===== config.mk =====
export PLATFORM = sky130hd
export DESIGN_NAME = tmr_down_timer
export DESIGN_NICKNAME = d
export VERILOG_FILES = /design/src/rtl/tmr_pkg.sv /design/src/rtl/tmr_regs.sv /design/src/rtl/tmr_prescale.sv /design/src/rtl/tmr_counter.sv /design/src/rtl/tmr_irq.sv /design/src/rtl/tmr_down_timer.sv
export SDC_FILE = /design/constraint.sdc
export NUM_CORES = 1
export LEC_CHECK = 0
export ABC_AREA = 1
export CAP_MARGIN = 20
export CORE_MARGIN = 2
export CORE_UTILIZATION = 42
export DETAILED_ROUTE_END_ITERATION = 16
export PLACE_DENSITY = 0.69
export SETUP_SLACK_MARGIN = 0.5
export SLEW_MARGIN = 20
export SYNTH_ARGS = -nofsm -noshare
export SYNTH_HDL_FRONTEND = slang
export SYNTH_SLANG_ARGS = --single-unit

===== constraint.sdc =====
create_clock -name clk -period 3.47 [get_ports clk]
set_clock_uncertainty 0.1 [all_clocks]
set_input_delay 0.694 -clock clk [delete_from_list [all_inputs] [get_ports clk]]
set_output_delay 0.694 -clock clk [all_outputs]
set_load 0.05 [all_outputs]

===== src/rtl/tmr_pkg.sv =====
package tmr_pkg;

  localparam int ADDR_W = 3;
  localparam int CFG_W  = 8;

  typedef enum logic [ADDR_W-1:0] {
    REG_RELOAD_NOW   = 3'd0,
    REG_COUNT        = 3'd1,
    REG_CFG          = 3'd2,
    REG_ACK          = 3'd3,
    REG_RAW          = 3'd4,
    REG_MASKED       = 3'd5,
    REG_RELOAD_LATER = 3'd6,
    REG_NONE         = 3'd7
  } reg_addr_e;

  // Configuration word, MSB first
  typedef struct packed {
    logic       run;       // bit 7
    logic       periodic;  // bit 6
    logic       ie;        // bit 5
    logic       spare;     // bit 4
    logic [1:0] pre;       // bits 3:2
    logic       wide;      // bit 1
    logic       oneshot;   // bit 0
  } cfg_t;

  localparam logic [CFG_W-1:0] CFG_RESET = 8'h20;

endpackage


===== src/rtl/tmr_regs.sv =====
module tmr_regs
  import tmr_pkg::*;
#(
  parameter int DATA_W = 32
) (
  input  logic              clk,
  input  logic              rst_n,
  input  logic              wr_en,
  input  logic [ADDR_W-1:0] addr,
  input  logic [DATA_W-1:0] wr_data,
  output cfg_t              cfg_q,
  output logic [DATA_W-1:0] reload_q,
  output logic              load_now,
  output logic              cfg_wr,
  output logic              ack
);

  reg_addr_e sel;
  logic      reload_wr;

  always_comb begin
    sel       = reg_addr_e'(addr);
    load_now  = wr_en && (sel == REG_RELOAD_NOW);
    cfg_wr    = wr_en && (sel == REG_CFG);
    ack       = wr_en && (sel == REG_ACK);
    reload_wr = load_now || (wr_en && (sel == REG_RELOAD_LATER));
  end

  always_ff @(posedge clk or negedge rst_n) begin
    if (!rst_n) begin
      cfg_q    <= cfg_t'(CFG_RESET);
      reload_q <= '0;
    end else begin
      if (cfg_wr)    cfg_q    <= cfg_t'(wr_data[CFG_W-1:0]);
      if (reload_wr) reload_q <= wr_data;
    end
  end

endmodule


===== src/rtl/tmr_prescale.sv =====
module tmr_prescale #(
  parameter int SHIFT_MID = 4,
  parameter int SHIFT_HI  = 8
) (
  input  logic       clk,
  input  logic       rst_n,
  input  logic       run,
  input  logic       restart,
  input  logic [1:0] sel,
  output logic       tick
);

  logic [SHIFT_HI-1:0] pre_q;
  logic                at_end;

  always_comb begin
    unique case (sel)
      2'b01:   at_end = &pre_q[SHIFT_MID-1:0];
      2'b10:   at_end = &pre_q;
      default: at_end = 1'b1;
    endcase
    tick = run && at_end;
  end

  always_ff @(posedge clk or negedge rst_n) begin
    if (!rst_n)       pre_q <= '0;
    else if (restart) pre_q <= '0;
    else if (run)     pre_q <= pre_q + 1'b1;
  end

endmodule


===== src/rtl/tmr_counter.sv =====
module tmr_counter #(
  parameter int CNT_W    = 32,
  parameter int NARROW_W = 16
) (
  input  logic             clk,
  input  logic             rst_n,
  input  logic             tick,
  input  logic             load_now,
  input  logic [CNT_W-1:0] load_val,
  input  logic [CNT_W-1:0] reload_val,
  input  logic             oneshot,
  input  logic             periodic,
  input  logic             wide,
  output logic [CNT_W-1:0] count_eff,
  output logic             expire
);

  logic [CNT_W-1:0] cnt_q, cnt_d, dec_val, fill_val;
  logic             at_zero;

  generate
    if (CNT_W > NARROW_W) begin : g_split
      localparam int UP_W = CNT_W - NARROW_W;
      logic [UP_W-1:0]     upper;
      logic [NARROW_W-1:0] lower;
      assign upper = cnt_q[CNT_W-1:NARROW_W];
      assign lower = cnt_q[NARROW_W-1:0];
      always_comb begin
        if (wide) begin
          count_eff = cnt_q;
          dec_val   = cnt_q - 1'b1;
          fill_val  = '1;
        end else begin
          count_eff = {{UP_W{1'b0}}, lower};
          dec_val   = {upper, lower - 1'b1};
          fill_val  = {upper, {NARROW_W{1'b1}}};
        end
      end
    end else begin : g_flat
      always_comb begin
        count_eff = cnt_q;
        dec_val   = cnt_q - 1'b1;
        fill_val  = '1;
      end
    end
  endgenerate

  always_comb begin
    at_zero = (count_eff == '0);
    expire  = tick && !load_now && (count_eff == CNT_W'(1));
    cnt_d   = cnt_q;
    if (load_now) begin
      cnt_d = load_val;
    end else if (tick) begin
      if (!at_zero)      cnt_d = dec_val;
      else if (!oneshot) cnt_d = periodic ? reload_val : fill_val;
    end
  end

  always_ff @(posedge clk or negedge rst_n) begin
    if (!rst_n) cnt_q <= '1;
    else        cnt_q <= cnt_d;
  end

endmodule


===== src/rtl/tmr_irq.sv =====
module tmr_irq (
  input  logic clk,
  input  logic rst_n,
  input  logic expire,
  input  logic ack,
  input  logic ie,
  output logic raw_q,
  output logic irq
);

  always_ff @(posedge clk or negedge rst_n) begin
    if (!rst_n)      raw_q <= 1'b0;
    else if (expire) raw_q <= 1'b1;
    else if (ack)    raw_q <= 1'b0;
  end

  assign irq = raw_q && ie;

endmodule


===== src/rtl/tmr_down_timer.sv =====
module tmr_down_timer
  import tmr_pkg::*;
#(
  parameter int DATA_W    = 32,
  parameter int NARROW_W  = 16,
  parameter int PRE_MID   = 4,
  parameter int PRE_HI    = 8
) (
  input  logic              clk,
  input  logic              rst_n,
  input  logic              wr_en,
  input  logic              rd_en,
  input  logic [ADDR_W-1:0] addr,
  input  logic [DATA_W-1:0] wr_data,
  output logic [DATA_W-1:0] rd_data,
  output logic              irq
);

  cfg_t              cfg_q;
  logic [DATA_W-1:0] reload_q;
  logic              load_now, cfg_wr, ack;
  logic              tick, expire, raw_q;
  logic [DATA_W-1:0] count_eff;
  logic [DATA_W-1:0] rd_mux;

  tmr_regs #(.DATA_W(DATA_W)) u_regs (
    .clk      (clk),
    .rst_n    (rst_n),
    .wr_en    (wr_en),
    .addr     (addr),
    .wr_data  (wr_data),
    .cfg_q    (cfg_q),
    .reload_q (reload_q),
    .load_now (load_now),
    .cfg_wr   (cfg_wr),
    .ack      (ack)
  );

  tmr_prescale #(.SHIFT_MID(PRE_MID), .SHIFT_HI(PRE_HI)) u_pre (
    .clk     (clk),
    .rst_n   (rst_n),
    .run     (cfg_q.run),
    .restart (cfg_wr || load_now),
    .sel     (cfg_q.pre),
    .tick    (tick)
  );

  tmr_counter #(.CNT_W(DATA_W), .NARROW_W(NARROW_W)) u_cnt (
    .clk        (clk),
    .rst_n      (rst_n),
    .tick       (tick),
    .load_now   (load_now),
    .load_val   (wr_data),
    .reload_val (reload_q),
    .oneshot    (cfg_q.oneshot),
    .periodic   (cfg_q.periodic),
    .wide       (cfg_q.wide),
    .count_eff  (count_eff),
    .expire     (expire)
  );

  tmr_irq u_irq (
    .clk    (clk),
    .rst_n  (rst_n),
    .expire (expire),
    .ack    (ack),
    .ie     (cfg_q.ie),
    .raw_q  (raw_q),
    .irq    (irq)
  );

  always_comb begin
    unique case (reg_addr_e'(addr))
      REG_RELOAD_NOW,
      REG_RELOAD_LATER: rd_mux = reload_q;
      REG_COUNT:        rd_mux = count_eff;
      REG_CFG:          rd_mux = DATA_W'(cfg_q);
      REG_RAW:          rd_mux = DATA_W'(raw_q);
      REG_MASKED:       rd_mux = DATA_W'(irq);
      default:          rd_mux = '0;
    endcase
    rd_data = rd_en ? rd_mux : '0;
  end

endmodule


==> results of run 1 <==
[kinds of logic (layout without fill, tap and decap cells)]
| group | after synthesis | count (layout) | share of synthesized area, % |
|---|---|---|---|
| AND/OR/NAND/NOR | 433 | 433 | 32.7 |
| AO/OA/AOI/OAI | 128 | 128 | 14.6 |
| buffers and inverters | 104 | 172 | 8.10 |
| flip-flops | 81 | 81 | 37.2 |
| XOR/XNOR | 23 | 23 | 3.62 |
| multiplexers | 13 | 13 | 2.63 |
| adder cells (fa/ha/maj) | 5 | 5 | 1.12 |
[through the flow]
| step | cell area (sq um) | setup WS [ns] | utilization [%] | cells | total power [W] |
|---|---|---|---|---|---|
| 2_1_floorplan | 5640 | 0.603 | - | 787 | 0.00299 |
| 3_3_place_gp | 6810 | 0.207 | 52.0 | 1012 | 0.00352 |
| 3_5_place_dp | 6810 | 0.167 | 52.0 | 1012 | 0.00356 |
| 4_1_cts | 7190 | 0.503 | 55.0 | 1031 | 0.00460 |
| 5_1_grt | 7200 | 0.498 | 55.0 | 1031 | 0.00497 |
| 6_report | 7200 | 0.547 | 55.0 | 1031 | 0.00461 |
[placed cells by master (no fill, tap or decap), types with 6 or more instances in the layout]
cell	count
a21oi_1	19
a22oi_1	35
buf_12	34
buf_4	9
clkbuf_16	9
clkdlybuf4s50_1	35
dfrtp_1	47
dfstp_2	33
inv_1	60
inv_2	9
mux2_2	13
nand2_1	215
nand2_2	6
nand3_1	32
nor2_1	112
nor2_2	39
o211ai_1	15
o21ai_0	37
o21bai_1	6
xnor2_1	8
xor2_1	15
[critical path, delay by kind of cell]
kind / cells / cell delay [ns]
buf+inv: 5 / 0.74
simple gates: 3 / 0.58
compound gates: 1 / 0.10
[worst max-delay path by stage]
stage | from | endpoint | slack (ns) | cells after the start
after CTS | addr[1] | rd_data[6] | 0.50 | 10
after global placement | addr[1] | rd_data[6] | 0.21 | 10
final | addr[0] | rd_data[26] | 0.55 | 9
after floorplan | addr[0] | rd_data[21] | 0.60 | 8
after detailed placement | addr[0] | rd_data[26] | 0.17 | 9
after global routing | addr[0] | rd_data[26] | 0.50 | 9
[power by group]
group | switching, W | internal, W | total [W]
clock network | 0.000381 | 0.000646 | 0.00103
logic | 0.00117 | 0.000727 | 0.00190
registers | 0.000361 | 0.00132 | 0.00168
total | 0.00192 | 0.00269 | 0.00461
[area by class of cell]
class,count,share of cell area [%]
timing repair buffer,86,16.3
clock inverter,3,0.904
tap,176,3.06
clock buffer,12,3.42
inverter,71,3.70
multi-input combinational,602,43.9
sequential,81,28.7
[metal layers]
layer  wire [microns]  vias to the layer above  track usage [%]
met3              982                       26             4.60
met1             7330                     2542             32.9
met4              331                        0             7.44
met2             7180                      181             37.0
li1                 -                     2678                -
met5                0                        -                0
[registers in the layout, indices dropped and copies added, names as in the netlist]
| signal | flops |
|---|---|
| u_regs.cfg_q | 8 |
| u_irq.raw_q | 1 |
| u_pre.pre_q | 8 |
| u_regs.reload_q | 32 |
| u_cnt.cnt_q | 32 |
[timing repair]
action	4_1_cts	5_1_grt
gates cloned	1	0
gates resized for setup	19	9
buffers inserted	3	0
pin swaps	4	1
hold buffers	0	0
setup endpoints to repair	32	32
==> results.md, run 1 <==
* Synth warn at 0
* DRC Markers at 0
* Share of layout cells above drive strength 1 at around 21%
* Pwr Density at approximately 640 nW/um^2
* Ports at about 70
* Tightest Pin Transition at around 0.76 ns
* Global-route wire length before repair at 26,900 microns
* # diodes at 0
* Cells after Synth at just under 800
* Antenna Nets Post-Route at 0
* Mapped Nets at between 800 and 900
* Crit path DAT at approximately 2.1 ns
* Crit path top cell by count: inv_2
* IO Port Bufs at 71
* VDD IR max at between 0.0002 and 0.0003 V
* CTS tree: built
* Hold Vio Cnt, Final at 0
* Yosys reg bits at roughly 80
* Std-Cell Rows at 42
* Layout area overhead at 29.4%
* Root Buffer: clkbuf_16
* Final setup viols at 0
* Fill cells at ~1,200
* Top cell type's share of synthesized area at a little over a fifth
* Cells along the critical path: dlygate4sd2_1, inv_2, nor3_4, inv_2, nor2_4, buf_6, a22oi_1, nor2_2, buf_12
* Post-synth EDFFs at 0
* Clock sink count at between 80 and 90
* Nets at a little under 900
* Lkg Pwr at ~3.3 nW
* Most numerous cell in the Yosys netlist: nand2_1
* Placeable Area at 13,100 sq um
* Crit path max fanout at 6
* Vias in the first global route at between 5,000 and 6,000
* Setup TNS at 0 ns
* CP Data Required Time at approximately 2.7 ns
* TritonCTS Buffers at 9
* Starting Density at 42.5%
* CP max stage cell: dlygate4sd2_1
* Die Span Y at approximately 120 microns
* Vias at 5,427
* RSZ-0062 raised after global routing: false
* Ys async rst share at 100%
* Ranking of synthesized cells by area: dfrtp_1 (22%), dfstp_2 (16%), nand2_1 (15%)
* Outcome: finished clean
* DR vias/cell at about 5.3
* Post-synthesis instance area at around 5600 sq um
* Start of the worst register-to-register path: u_cnt.cnt_q[0]
* Wire length per cell at around 15 microns
* Fin. max-slew vios at 0
* GP Congestion at between 0.9 and 1
* Synth Flop Type: dfrtp_1
* HPWL after DPL at roughly 11,000 microns
* Largest net degree at the start of global routing at between 80 and 90
* Max Clk Rate at 342 MHz
* Final worst-path cycle share at between 80% and 90%
* Initial antenna violation count at 0
* CTS H-tree depth at 3
* Depth of the worst register-to-register path at 13
* Worst skew pair latency at ~0.34 ns
* GRT Util Overall at about a quarter
* Die X at ~120 microns
* Routed wire length at 15,800 microns
* Cell taking the most area after synthesis: dfrtp_1
* Detailed Routing Iterations Pass 1 at 5
* Critical path type: in -> out
* Clock transition at path regs at 0.06 ns
* Die area at approximately 14,000 sq um
* Reg area at ~2100 sq um
* Clock buffer depth at 2
* Endpoint class of the critical path: output pin
* Worst hold path class: in -> async
* Sequential share of the synthesized area at a little under two fifths
* Area of the multi-input gates at between 3000 and 4000 sq um
* Reg2Reg Setup Slack at roughly 0.83 ns
* Startpoint Class: primary input
* Mapped Avg Cell Area at ~7 sq um
* Worst Hold Slack at between 0.2 and 0.3 ns
* Slew HR at between 40% and 50%
* Max cap viols at 0
* Final Critical Period at between 2 and 3 ns
* Distinct cell type count of the synthesized netlist at 42
* Initial DRC count at around 400
* R2R Path End: u_cnt.cnt_q[27]
* Max incr delay on CP at roughly 0.24 ns
* Synth cell count leaders: nand2_1 (216), nor2_1 (145), inv_1 (64)
* Grt ovf at 0
(Power assumes the default switching activity.)
==> run 2: changes to the inputs <==
--- a/config.mk
+++ b/config.mk
@@ -10,7 +10,7 @@
 export CORE_MARGIN = 2
 export CORE_UTILIZATION = 42
 export DETAILED_ROUTE_END_ITERATION = 16
-export PLACE_DENSITY = 0.69
+export PLACE_DENSITY = 0.72
 export SETUP_SLACK_MARGIN = 0.5
 export SLEW_MARGIN = 20
 export SYNTH_ARGS = -nofsm -noshare
==> constraint.sdc (replaced) <==
create_clock -name clk -period 2.54 [get_ports clk]
set_clock_uncertainty 0.1 [all_clocks]
set_input_delay 0.508 -clock clk [delete_from_list [all_inputs] [get_ports clk]]
set_output_delay 0.508 -clock clk [all_outputs]
set_load 0.05 [all_outputs]
==> results.md, run 2 (synthesized netlist as in run 1, its figures left out) <==
* Outcome: finished clean
* Hold_buf cts at 0 (unchanged)
* Start of the worst register-to-register path: u_cnt.cnt_q[0]
* Starting Density at 42.5% (unchanged)
* GRT Util Overall at 26.2% (+2.6 points)
* CTS H-tree depth at 3 (unchanged)
* # diodes at 0 (unchanged)
* R2R Path End: u_cnt.cnt_q[14]
* Crit path to: rd_data[19]
* Number of placed instances, taps included at 1,045 (+3.3%)
* Hold Vio Cnt, Final at 0 (unchanged)
* Most frequent cells in the layout: nand2_1 (214), nor2_1 (106), inv_1 (57)
* Max cap viols at 0 (unchanged)
* GP Congestion at 0.930 (+0.70%)
* Final setup viols at 0 (unchanged)
* Die area at 14,200 sq um (unchanged)
* Detailed Routing Iterations Pass 1 at 5 (unchanged)
* Clock transition at path regs at 0.06 ns (about the same)
* CTS tree: built
* Placeable Area at 13,100 sq um (unchanged)
* Reg area at 2070 sq um (about the same)
* Share of layout cells above drive strength 1 at 31.1% (+9.7 points)
* CP Data Required Time at 1.93 ns (-0.75 ns)
* Startpoint Class: primary input
* Root Buffer: clkbuf_16
* Setup TNS at 0 ns (unchanged)
* Biggest regs: u_cnt.cnt_q: 32 flops, u_regs.reload_q: 32 flops
* Fill cells at 1,068 (-14%)
* Finished Layout Cells at 1,082 (+4.9%)
* Finished Cell Area at 8250 sq um (+15%)
* VDD IR max at 0.000452 V (+79%)
* Slew HR at 66.1% (+17 points)
* Worst hold path class: in -> async
* Tightest Pin Transition at 0.509 ns (-0.253 ns)
* Critical path type: in -> out
* Area of the multi-input gates at 3630 sq um (+15%)
* TritonCTS Buffers at 9 (unchanged)
* Lkg Pwr at 3.67 nW (+11%)
* Depth of the worst register-to-register path at 11 (-2)
* Endpoint class of the critical path: output pin
* Max Clk Rate at between 400 and 500 MHz
* Std-Cell Rows at 42 (unchanged)
* Wire length per cell at 16.3 microns (+6.5%)
* Area after DPL at 7430 sq um (+9.2%)
* Layout area overhead at 48.2%
* DRC Markers at 0 (unchanged)
* Most common cell after layout, fill and taps aside: nand2_1
* Nets at 945 (+5.6%)
* Initial DRC count at 369 (-6.3%)
* Ports at 72 (unchanged)
* Final worst-path cycle share at approximately 93%
* Fin. max-slew vios at 0 (unchanged)
* Final Critical Period at approximately 2.4 ns
* Crit path max fanout at 8 (+2)
* Die X at 119 microns (unchanged)
* Crit path DAT at 1.77 ns (-0.36 ns)
* Vias at 5,786 (+6.6%)
* Reg2Reg Setup Slack at 0.45 ns (-0.38 ns)
* IO Port Bufs at 71 (unchanged)
* Initial antenna violation count at 0 (unchanged)
* Clock sink count at 81 (unchanged)
* Antenna Nets Post-Route at 0 (unchanged)
* Vias in the first global route at 5,686 (+6.9%)
* RSZ-0062 raised after global routing: true
* CP Launch Point: addr[1]
* Worst skew pair latency at 0.35 ns (about the same)
* Grt ovf at 0 (unchanged)
* HPWL after DPL at 12,500 microns (+10%)
* Largest net degree at the start of global routing at 45 (-45%)
* Global-route wire length before repair at 29,300 microns (+8.9%)
* Routed wire length at 17,700 microns (+12%)
* Die Span Y at 119 microns (unchanged)
* Clock buffer depth at 2 (unchanged)
* DR vias/cell at 5.35 (+1.6%)
* Pwr Density at 810 nW/um^2 (+26%)
run 2: changes by cell type in the layout (fill, tap and decap cells not counted), sizes merged:
cell	before	now
clkdlybuf4s50	35	34
clkinv	3	6
nand2	223	224
buf	48	100
dlygate4sd2	1	0
inv	69	68
bufinv	2	0
run 2: stage by stage:
stage	total power, W	hold slack, ns	setup WS, ns	util (%)
after CTS	0.00662	0.0401	0.169	62.5
after floorplan	0.00419	0.112	0.405	-
after global routing	0.00715	0.0636	0.122	63.0
after global placement	0.00503	0.371	-0.324	56.8
after detailed placement	0.00507	0.384	-0.360	56.8
final	0.00668	0.0253	0.165	63.0
run 2: layer usage:
metal / vias up / global-route usage, % / wire length, microns
li1: 2796 / - / -
met1: 2734 / 35.1 / 7900
met2: 213 / 41.6 / 8240
met3: 43 / 4.84 / 1110
met4: 0 / 10.7 / 424
met5: - / 0 / 0
run 2: report_power, final:
part / switching, W / internal, W / leakage [nW]
sequential: 0.000530 / 0.00181 / 0.933
clock: 0.000526 / 0.000711 / 0.139
combinational: 0.00183 / 0.00128 / 2.60
total: 0.00288 / 0.00380 / 3.67
run 2: area by class of cell:
type | instances | share of cell area [%]
Tap cell | 176 | 2.67
Inverter | 71 | 3.58
Timing Repair Buffer | 135 | 21.3
Sequential cell | 81 | 25.1
Clock buffer | 13 | 3.16
Clock inverter | 3 | 0.182
Multi-Input combinational cell | 603 | 44.1
run 2: worst min-delay path by stage:
stage	cells after the start	slack, ns	end	start
floorplan	0	0.11	u_irq.raw_q	rst_n
global placement	2	0.37	u_cnt.cnt_q[31]	u_cnt.cnt_q[31]
detailed placement	2	0.38	u_cnt.cnt_q[31]	u_cnt.cnt_q[31]
CTS	1	0.04	u_regs.cfg_q[6]	rst_n
global route	1	0.06	u_regs.reload_q[3]	rst_n
finish	1	0.03	u_regs.reload_q[3]	rst_n
run 2: what timing repair did:
item                                    in CTS  in global routing
endpoints found under the hold margin        0                  0
cloned                                       2                  1
pin swaps                                   40                 12
setup buffers                               17                  1
gates resized for setup                     74                 12
endpoints found under the setup margin      90                 66
run 2: critical path, stage by stage:
cell     delay (ns)
buf_6          0.09
buf_8          0.13
inv_12         0.05
nor2_4         0.03
nand2_1        0.05
and2_4         0.19
inv_8          0.05
buf_12         0.13
buf_12         0.13
a22oi_2        0.19
nor2_4         0.05
buf_12         0.15
==> run 3: changes to the inputs <==
--- a/config.mk
+++ b/config.mk
@@ -10,7 +10,7 @@
 export CORE_MARGIN = 2
 export CORE_UTILIZATION = 42
 export DETAILED_ROUTE_END_ITERATION = 16
-export PLACE_DENSITY = 0.72
+export PLACE_DENSITY = 0.69
 export SETUP_SLACK_MARGIN = 0.5
 export SLEW_MARGIN = 20
 export SYNTH_ARGS = -nofsm -noshare
==> constraint.sdc (replaced) <==
create_clock -name clk -period 3 [get_ports clk]
set_clock_uncertainty 0.1 [all_clocks]
set_input_delay 0.6 -clock clk [delete_from_list [all_inputs] [get_ports clk]]
set_output_delay 0.6 -clock clk [all_outputs]
set_load 0.05 [all_outputs]
==> results.md, run 3 (synthesized netlist as in run 1, its figures left out) <==
* Outcome: finished clean
* Gr busiest metal: met2
* Starting Density at 42.5% (unchanged)
* Startpoint Class: primary input
* R2R Path End: u_cnt.cnt_q[29]
* CP max stage cell: a22oi_2
* Share of layout cells above drive strength 1 at 27.6% (-3.6 points)
* Largest net degree at the start of global routing at 78 (+73%)
* Biggest regs: u_cnt.cnt_q: 32 flops, u_regs.reload_q: 32 flops
* Pwr Density at 703 nW/um^2 (-13%)
* Global-route wire length before repair at 27,300 microns (-6.8%)
* Root Buffer: clkbuf_16
* PnR Total Power at 0.00557 W (-17%)
* DR vias/cell at 5.23 (-2.1%)
* Crit path DAT at 1.84 ns (+0.07 ns)
* Nets at 921 (-2.5%)
* GP Congestion at 0.976 (+4.9%)
* Die X at 119 microns (unchanged)
* Met1 Use GR at 33.0% (-2.1 points)
* Layout area overhead at 42.3%
* Worst hold path class: in -> async
* Number of placed instances, taps included at 1,025 (-1.9%)
* Antenna Nets Post-Route at 0 (unchanged)
* CP top delay family: buffers and inverters
* Finished Layout Cells at 1,058 (-2.2%)
* Fin. max-slew vios at 0 (unchanged)
* Worst slack at placement at -0.0271 ns (+0.333 ns)
* Lkg Pwr at 3.57 nW (-2.9%)
* HPWL after DPL at 11,400 microns (-9.1%)
* Hold_buf cts at 0 (unchanged)
* Max incr delay on CP at 0.17 ns (-0.02 ns)
* Final worst-path cycle share at a little over four fifths
* Clock buffer depth at 2 (unchanged)
* Routed wire length at 16,400 microns (-7.1%)
* Fill cells at 1,099 (+2.9%)
* Endpoint class of the critical path: output pin
* Wire length per cell at 15.5 microns (-5.0%)
* Most frequent cells in the layout: nand2_1 (214), nor2_1 (109), inv_1 (59)
* Final Critical Period at 2.54 ns
* Crit path to: rd_data[26]
* Initial antenna violation count at 0 (unchanged)
* Initial DRC count at 387 (+4.9%)
* Most common cell after layout, fill and taps aside: nand2_1
* Worst skew pair latency at 0.35 ns (about the same)
* CTS tree: built
* Ports at 72 (unchanged)
* Depth of the worst register-to-register path at 13 (+2)
* Final setup viols at 0 (unchanged)
* Hold Vio Cnt, Final at 0 (unchanged)
* Tightest Pin Transition at 0.990 ns (+0.482 ns)
* Max Clk Rate at ~390 MHz
* CP Launch Point: addr[2]
* Std-Cell Rows at 42 (unchanged)
* GRT Util Overall at 24.2% (-2.0 points)
* RSZ-0062 raised after global routing: true
* Grt ovf at 0 (unchanged)
* Cells along the critical path: buf_8, buf_6, nand2_2, and2_4, inv_4, buf_6, buf_12, buf_16, a22oi_2, nor2_4, buf_12
* Crit path max fanout at 5 (-3)
* Reg2Reg Setup Slack at 0.73 ns (+0.28 ns)
* Critical path type: in -> out
* Die area at 14,200 sq um (unchanged)
* # diodes at 0 (unchanged)
* Vias at 5,537 (-4.3%)
* CP bufs+invs at 7 (unchanged)
* CP Data Required Time at 2.30 ns (+0.37 ns)
* Start of the worst register-to-register path: u_cnt.cnt_q[0]
* TritonCTS Buffers at 9 (unchanged)
* Grt met2 use at 38.8% (-2.8 points)
* IO Port Bufs at 71 (unchanged)
* VDD IR max at 0.000295 V (-35%)
* DRC Markers at 0 (unchanged)
* CTS H-tree depth at 3 (unchanged)
* Detailed Routing Iterations Pass 1 at 5 (unchanged)
* Die Span Y at 119 microns (unchanged)
* Clock sink count at 81 (unchanged)
* Vias in the first global route at 5,319 (-6.5%)
* Post-route worst setup slack at 0.456 ns (+0.291 ns)
* Clock transition at path regs at 0.06 ns (about the same)
* Final core occ at 60.5% (-2.5 points)
* Max cap viols at 0 (unchanged)
* Placeable Area at 13,100 sq um (unchanged)
* Met3 Use GR at 4.21% (-0.62 points)
* Slew HR at 34.0% (-32 points)
* Crit path depth at 11 (-1)
[run 3: per-stage QoR]
| stage | area (sq um) | hold WS [ns] | TNS, ns |
|---|---|---|---|
| after global routing | 7920 | 0.392 | 0 |
| after CTS | 7820 | 0.356 | 0 |
| after detailed placement | 7100 | 0.383 | -0.0271 |
| after global placement | 7100 | 0.373 | 0 |
| after floorplan | 5800 | 0.204 | 0 |
| final | 7920 | 0.317 | 0 |
[run 3: area by class of cell]
class | instances | area [sq um] | share of cell area, %
inverter | 71 | 282 | 3.56
clock inverter | 1 | 30.0 | 0.379
sequential | 81 | 2070 | 26.2
multi-input combinational | 602 | 3500 | 44.2
clock buffer | 15 | 298 | 3.76
tap | 176 | 220 | 2.78
timing repair buffer | 112 | 1520 | 19.2
[run 3: per-layer routing]
metal	up-vias	wire, microns
met5	-	0
met3	26	963
li1	2745	-
met2	169	7550
met4	0	331
met1	2597	7580
[run 3: what timing repair did]
action | 4_1_cts | 5_1_grt
setup buffers | 8 | 5
setup endpoints to repair | 32 | 55
resized for setup | 72 | 14
pin swaps | 20 | 13
cloned | 4 | 0
[run 3: where the power goes]
part	internal [W]	total [W]	leakage [nW]	switching (W)
logic	0.000950	0.00240	2.47	0.00145
registers	0.00153	0.00196	0.931	0.000435
clock network	0.000759	0.00120	0.162	0.000444
[run 3: worst min-delay path by stage]
stage | from | to | slack, ns | depth (start not counted)
4_1_cts | rst_n | u_regs.reload_q[0] | 0.36 | 1
5_1_grt | rst_n | u_regs.cfg_q[4] | 0.39 | 1
3_3_place_gp | u_cnt.cnt_q[31] | u_cnt.cnt_q[31] | 0.37 | 2
6_report | rst_n | u_regs.cfg_q[4] | 0.32 | 1
2_1_floorplan | rst_n | u_irq.raw_q | 0.20 | 0
3_5_place_dp | u_cnt.cnt_q[31] | u_cnt.cnt_q[31] | 0.38 | 2
